===== config.mk =====
export PLATFORM = sky130hd
export DESIGN_NAME = ext_irq_unit
export DESIGN_NICKNAME = d
export VERILOG_FILES = /design/src/rtl/ext_irq_pkg.sv /design/src/rtl/irq_sync.sv /design/src/rtl/irq_noise_filter.sv /design/src/rtl/irq_trig_cell.sv /design/src/rtl/ext_irq_unit.sv
export SDC_FILE = /design/constraint.sdc
export NUM_CORES = 1
export LEC_CHECK = 0
export CAP_MARGIN = 25
export CORE_AREA = 4 4 64 72
export DETAILED_ROUTE_END_ITERATION = 16
export DIE_AREA = 0 0 68 76
export PLACE_DENSITY = 0.86
export SLEW_MARGIN = 30
export SYNTH_ARGS = -nofsm -noshare
export SYNTH_HDL_FRONTEND = slang
export SYNTH_SLANG_ARGS = --single-unit

===== constraint.sdc =====
create_clock -name clk -period 2.4 [get_ports clk]
set_input_delay 0.48 -clock clk [delete_from_list [all_inputs] [get_ports clk]]
set_output_delay 0.48 -clock clk [all_outputs]
set_load 0.01 [all_outputs]

===== src/rtl/ext_irq_pkg.sv =====
package ext_irq_pkg;
  typedef enum logic [2:0] {
    TRIG_RISE = 3'd0,
    TRIG_FALL = 3'd1,
    TRIG_BOTH = 3'd2,
    TRIG_HIGH = 3'd3,
    TRIG_LOW  = 3'd4
  } trig_e;
  localparam int unsigned TRIG_W = $bits(trig_e);
endpackage


===== src/rtl/irq_sync.sv =====
module irq_sync #(
  parameter int unsigned WIDTH = 4
) (
  input  logic             clk,
  input  logic             rst,
  input  logic [WIDTH-1:0] d,
  output logic [WIDTH-1:0] q
);
  logic [WIDTH-1:0] meta_q;

  always_ff @(posedge clk) begin
    if (rst) begin
      meta_q <= '0;
      q      <= '0;
    end else begin
      meta_q <= d;
      q      <= meta_q;
    end
  end
endmodule


===== src/rtl/irq_noise_filter.sv =====
module irq_noise_filter #(
  parameter int unsigned DIV_LOG2 = 6
) (
  input  logic clk,
  input  logic rst,
  input  logic slow_sel,
  input  logic d,
  output logic q
);
  logic [DIV_LOG2-1:0] div_q;
  logic                samp_q;
  logic                tick;

  assign tick = slow_sel ? (div_q == {DIV_LOG2{1'b1}}) : 1'b1;

  always_ff @(posedge clk) begin
    if (rst) begin
      div_q  <= '0;
      samp_q <= 1'b0;
      q      <= 1'b0;
    end else begin
      div_q <= div_q + 1'b1;
      if (tick) begin
        samp_q <= d;
        if (d == samp_q) q <= d;
      end
    end
  end

  // output may only move on a sampling tick
  a_r11_move_on_tick: assert property (@(posedge clk) disable iff (rst)
    (q != $past(q)) |-> $past(tick));
endmodule


===== src/rtl/irq_trig_cell.sv =====
module irq_trig_cell
  import ext_irq_pkg::*;
#(
  parameter bit LEVEL_OK = 1'b0
) (
  input  logic  clk,
  input  logic  rst,
  input  logic  lv,
  input  trig_e mode,
  input  logic  clr,
  output logic  flag,
  output logic  evt
);
  logic prev_q;
  logic rise, fall, hit, lvl_mode, lvl_act;

  assign rise = lv & ~prev_q;
  assign fall = ~lv & prev_q;

  always_comb begin
    case (mode)
      TRIG_RISE: hit = rise;
      TRIG_FALL: hit = fall;
      TRIG_BOTH: hit = rise | fall;
      default:   hit = 1'b0;
    endcase
  end

  assign lvl_mode = LEVEL_OK && (mode == TRIG_HIGH || mode == TRIG_LOW);
  assign lvl_act  = (mode == TRIG_HIGH) ? lv : ~lv;

  always_ff @(posedge clk) begin
    if (rst) begin
      prev_q <= 1'b0;
      flag   <= 1'b0;
      evt    <= 1'b0;
    end else begin
      prev_q <= lv;
      evt    <= hit;
      if (lvl_mode)  flag <= lvl_act;
      else if (hit)  flag <= 1'b1;
      else if (clr)  flag <= 1'b0;
    end
  end

  // a flag rises only from a detected edge or an active level mode
  a_r2_flag_has_cause: assert property (@(posedge clk) disable iff (rst)
    $rose(flag) |-> $past(hit || lvl_mode));
endmodule


===== src/rtl/ext_irq_unit.sv =====
module ext_irq_unit
  import ext_irq_pkg::*;
#(
  parameter int unsigned NUM_IRQ   = 4,
  parameter int unsigned NUM_LEVEL = 2,
  parameter int unsigned EVT_BASE  = 2,
  parameter int unsigned FILT_LOG2 = 6,
  parameter int unsigned VEC_W     = 8,
  parameter logic [VEC_W-1:0] VEC_BASE = 8'h03,
  parameter int unsigned VEC_STEP  = 8,
  localparam int unsigned ID_W     = $clog2(NUM_IRQ),
  localparam int unsigned DATA_W   = NUM_IRQ * TRIG_W,
  localparam int unsigned EVT_N    = NUM_IRQ - EVT_BASE,
  localparam int unsigned FILT_IDX = NUM_IRQ - 1
) (
  input  logic              clk,
  input  logic              rst,
  input  logic [NUM_IRQ-1:0] irq_pin,
  input  logic              reg_we,
  input  logic [1:0]        reg_addr,
  input  logic [DATA_W-1:0] reg_wdata,
  output logic [NUM_IRQ-1:0] irq_pending,
  output logic              irq_req,
  output logic [ID_W-1:0]   irq_id,
  output logic [VEC_W-1:0]  irq_vector,
  output logic [EVT_N-1:0]  tmr_evt
);
  localparam logic [1:0] ADDR_MODE = 2'd0;
  localparam logic [1:0] ADDR_EN   = 2'd1;
  localparam logic [1:0] ADDR_CLR  = 2'd2;
  localparam logic [1:0] ADDR_FILT = 2'd3;

  logic [DATA_W-1:0]  mode_q;
  logic [NUM_IRQ-1:0] en_q;
  logic               slow_q;
  logic [NUM_IRQ-1:0] clr_vec;
  logic [NUM_IRQ-1:0] sync_q;
  logic [NUM_IRQ-1:0] lv;
  logic [NUM_IRQ-1:0] evt_all;
  logic               filt_q;

  always_ff @(posedge clk) begin
    if (rst) begin
      mode_q <= {NUM_IRQ{TRIG_FALL}};
      en_q   <= '0;
      slow_q <= 1'b0;
    end else if (reg_we) begin
      case (reg_addr)
        ADDR_MODE: mode_q <= reg_wdata;
        ADDR_EN:   en_q   <= reg_wdata[NUM_IRQ-1:0];
        ADDR_FILT: slow_q <= reg_wdata[0];
        default:   ;
      endcase
    end
  end

  assign clr_vec = (reg_we && reg_addr == ADDR_CLR) ? reg_wdata[NUM_IRQ-1:0] : '0;

  irq_sync #(.WIDTH(NUM_IRQ)) u_sync (
    .clk(clk), .rst(rst), .d(irq_pin), .q(sync_q)
  );

  irq_noise_filter #(.DIV_LOG2(FILT_LOG2)) u_filt (
    .clk(clk), .rst(rst), .slow_sel(slow_q), .d(sync_q[FILT_IDX]), .q(filt_q)
  );

  for (genvar i = 0; i < NUM_IRQ; i++) begin : g_ch
    if (i == FILT_IDX) begin : g_filtered
      assign lv[i] = filt_q;
    end else begin : g_direct
      assign lv[i] = sync_q[i];
    end
    irq_trig_cell #(.LEVEL_OK(i < NUM_LEVEL)) u_cell (
      .clk(clk), .rst(rst), .lv(lv[i]),
      .mode(trig_e'(mode_q[i*TRIG_W +: TRIG_W])),
      .clr(clr_vec[i]), .flag(irq_pending[i]), .evt(evt_all[i])
    );
    // every event pulse coincides with the flag it sets
    a_r10_evt_with_flag: assert property (@(posedge clk) disable iff (rst)
      evt_all[i] |-> irq_pending[i]);
  end

  assign tmr_evt = evt_all[NUM_IRQ-1:EVT_BASE];

  logic [NUM_IRQ-1:0] act;
  logic               win;
  logic [ID_W-1:0]    win_id;
  logic [VEC_W-1:0]   win_vec;

  assign act = irq_pending & en_q;

  always_comb begin
    win    = 1'b0;
    win_id = '0;
    for (int i = NUM_IRQ - 1; i >= 0; i--) begin
      if (act[i]) begin
        win    = 1'b1;
        win_id = ID_W'(i);
      end
    end
    win_vec = VEC_BASE + VEC_W'(win_id) * VEC_W'(VEC_STEP);
  end

  always_ff @(posedge clk) begin
    if (rst) begin
      irq_req    <= 1'b0;
      irq_id     <= '0;
      irq_vector <= '0;
    end else begin
      irq_req    <= win;
      irq_id     <= win_id;
      irq_vector <= win ? win_vec : '0;
    end
  end

  // outputs quiet on the first cycle out of reset
  a_r1_quiet_after_reset: assert property (@(posedge clk) disable iff (rst)
    $past(rst) |-> (!irq_req && irq_pending == '0 && tmr_evt == '0));
  // a request needs an enabled pending flag one cycle earlier
  a_r8_req_needs_enable: assert property (@(posedge clk) disable iff (rst)
    irq_req |-> ($past(irq_pending & en_q) != '0));
endmodule


==> results_dict.tcl <==
set metrics [dict create \
    clk_path_buf_depth 2 \
    via_per_inst 4.95 \
    synthTopCellsByArea "dfxtp_1 50%, nand2_1 7.4%, ha_1 5.7%, buf_4 4.2%, nor2_1 4.0%" \
    async_reset_ff_frac 0 \
    final_common_cell "dfxtp_1" \
    clk_pin_slew_ns 0.08 \
    dieHeight_um 76 \
    antenna_found_initial 0 \
    place_inst 294 \
    critPathBufInv 1 \
    area_growth_pct 20.2 \
    clock_power_share 0.320 \
    routed_wl_um 3620 \
    cts_resized 0 \
    num_rows 24 \
    portBuffers 33 \
    path_depth 1 \
    worstSetupPathType "reg -> out" \
    status "complete, no violations" \
    postRouteAntennaNets 0 \
    diodes 0 \
    seq_area_frac_synth 0.496 \
    startpoint_type "register" \
    dp_hpwl_um 2800 \
    hold_buffers 0 \
    fin_crit_sh 0.732 \
    fin_skew_ns 0.00402 \
    clock-sinks 49 \
    synth_edf_count 0 \
    die_w_um 68 \
    irDropWorstVdd_mv 0.469 \
    placeableCoreArea_mm2 0.00390 \
    htreeDepth 2 \
    start_util 0.507 \
    p_int_mw 1.15 \
    pin_count 38 \
    end_kind "output pin" \
    crit_chain "clkdlybuf4s50_1" \
    drc 0 \
    die_area_mm2 0.00517 \
    syn_area_mm2 0.00198 \
    hold_class "reg -> reg" \
    post-cts-setup-buffers 0 \
    grt_first_pass_wirelength_um 6140 \
    route.detailed.wl_per_inst_um 12.0 \
    track_usage 0.156 \
    path_delay_family "buffers and inverters" \
    cts_buffers 5 \
    p_leak_nw 0.934 \
    power_density_mw_per_mm2 627 \
    yosysUniqueCellTypes 37 \
    path_max_fanout 4 \
    syn_avg_cell_area_um2 9.00 \
    power.switching_uw 339 \
    gp_congestion 0.781 \
    slew_violations 0 \
    ys_seq_elements 49 \
    grt_max_degree 21 \
    comb_power_share 0.098 \
    grt_pass1_vias 1453 \
    whs_path_depth 1 \
    fmax_mhz 569 \
    finalSetupTns_ns 0 \
    gr-total-overflow 0 \
    grt_setup_unrepaired "no" \
    crit_path_top_delay_cell "clkdlybuf4s50_1" \
    reg2regPathDepth 5 \
    detailed_place.area_mm2 0.00229 \
    yosys.area.top_type_share 0.496 \
    cts_tree "done" \
    clk_latency_ns 0.30 \
    required_ns 1.92 \
    finalHoldViolations 0 \
    final_cell_area_mm2 0.00238 \
    slowest_delay_ns 0.57 \
    dr.first_iter.drc_count 65 \
    mostFrequentLayoutCells "49 x dfxtp_1, 39 x nand2_1, 33 x clkdlybuf4s50_1" \
    drv_cap 0 \
    dr.pass1.iters 4 \
    yosys_warnings 0 \
    final_cells 301 \
    fin_crit_ns 1.76 \
    seq_power_share 0.582 \
    synthCells 220 \
    cts-root-buf "clkbuf_8" \
    vias 1491 \
    setup_viol 0 \
    nets 279 \
    layout-drive-gt1-share 0.0602 \
    p_sw_frac 0.227 \
    synthFlopType "dfxtp_1" \
    synth_area_leader_cell "dfxtp_1" \
    crit_arrival_ns 1.28 \
]
metrics by stage:
stage	setup WS [ns]	util	power (mW)	hold WS [ns]
5_1_grt	0.608	0.610	1.57	0.465
3_3_place_gp	0.641	0.588	1.03	0.420
4_1_cts	0.630	0.610	1.52	0.450
3_5_place_dp	0.590	0.588	1.04	0.431
2_1_floorplan	1.12	-	0.974	0.414
6_report	0.643	0.610	1.49	0.442
cell families after synthesis:
| family | count (synthesis) | share of synthesized area |
|---|---|---|
| compound gates | 32 | 0.0999 |
| xor+xnor | 4 | 0.0177 |
| fa+ha+maj | 9 | 0.0569 |
| buf+inv | 27 | 0.0771 |
| flops | 49 | 0.496 |
| mux | 7 | 0.0360 |
| other cells | 1 | 0.00189 |
| simple gates | 91 | 0.215 |
final cells by class:
class                   count  area [um^2]
flip-flops and latches     49          981
fillers                   345         1520
well taps                  52         65.1
multi-input cells         147          857
inverters                  10         37.5
repair buffers             36          353
clock buffers               7         86.3
power groups by stage:
stage	combinational, mW	sequential, mW	clock, mW
floorplan	0.0928	0.882	0
global placement	0.143	0.886	0
detailed placement	0.148	0.888	0
CTS	0.148	0.869	0.504
global route	0.165	0.873	0.532
finish	0.147	0.869	0.477
state kept, by name, summed over array words and instances, names as in the netlist, 2 cells and up:
signal	cells
en_q	4
u_sync.meta_q	4
u_filt.div_q	6
u_sync.q	4
irq_id	2
g_ch.u_cell.flag	4
g_ch.u_cell.evt	2
mode_q	12
g_ch.u_cell.prev_q	4
irq_vector	3
path summary, 6_finish.rpt:
| check | from | endpoint | slack [ns] |
|---|---|---|---|
| max | g_ch[2].u_cell.flag | irq_pending[2] | 0.64 |
| min | u_sync.meta_q[3] | u_sync.q[3] | 0.44 |
| max reg2reg | u_filt.q | g_ch[3].u_cell.flag | 1.00 |
| min reg2reg | u_sync.meta_q[3] | u_sync.q[3] | 0.44 |
layer usage:
metal / GRT usage / vias to the layer above / wire length (um)
met5: 0 / - / 0
met4: 0.0537 / 0 / 44
met3: 0.0575 / 4 / 164
met2: 0.264 / 28 / 1910
met1: 0.173 / 691 / 1500
li1: - / 768 / -
synthesized netlist by cell type (all sizes together), types with 2 or more instances:
cell	count
a21oi	15
a31o	2
a31oi	3
buf	17
dfxtp	49
ha	9
inv	10
mux2i	6
nand2	39
nand3	10
nand3b	2
nor2	21
nor2b	9
nor3	4
nor3b	3
o21ai	5
xnor2	2
xor2	2
Note: power is estimated with default switching activity, not from simulation.
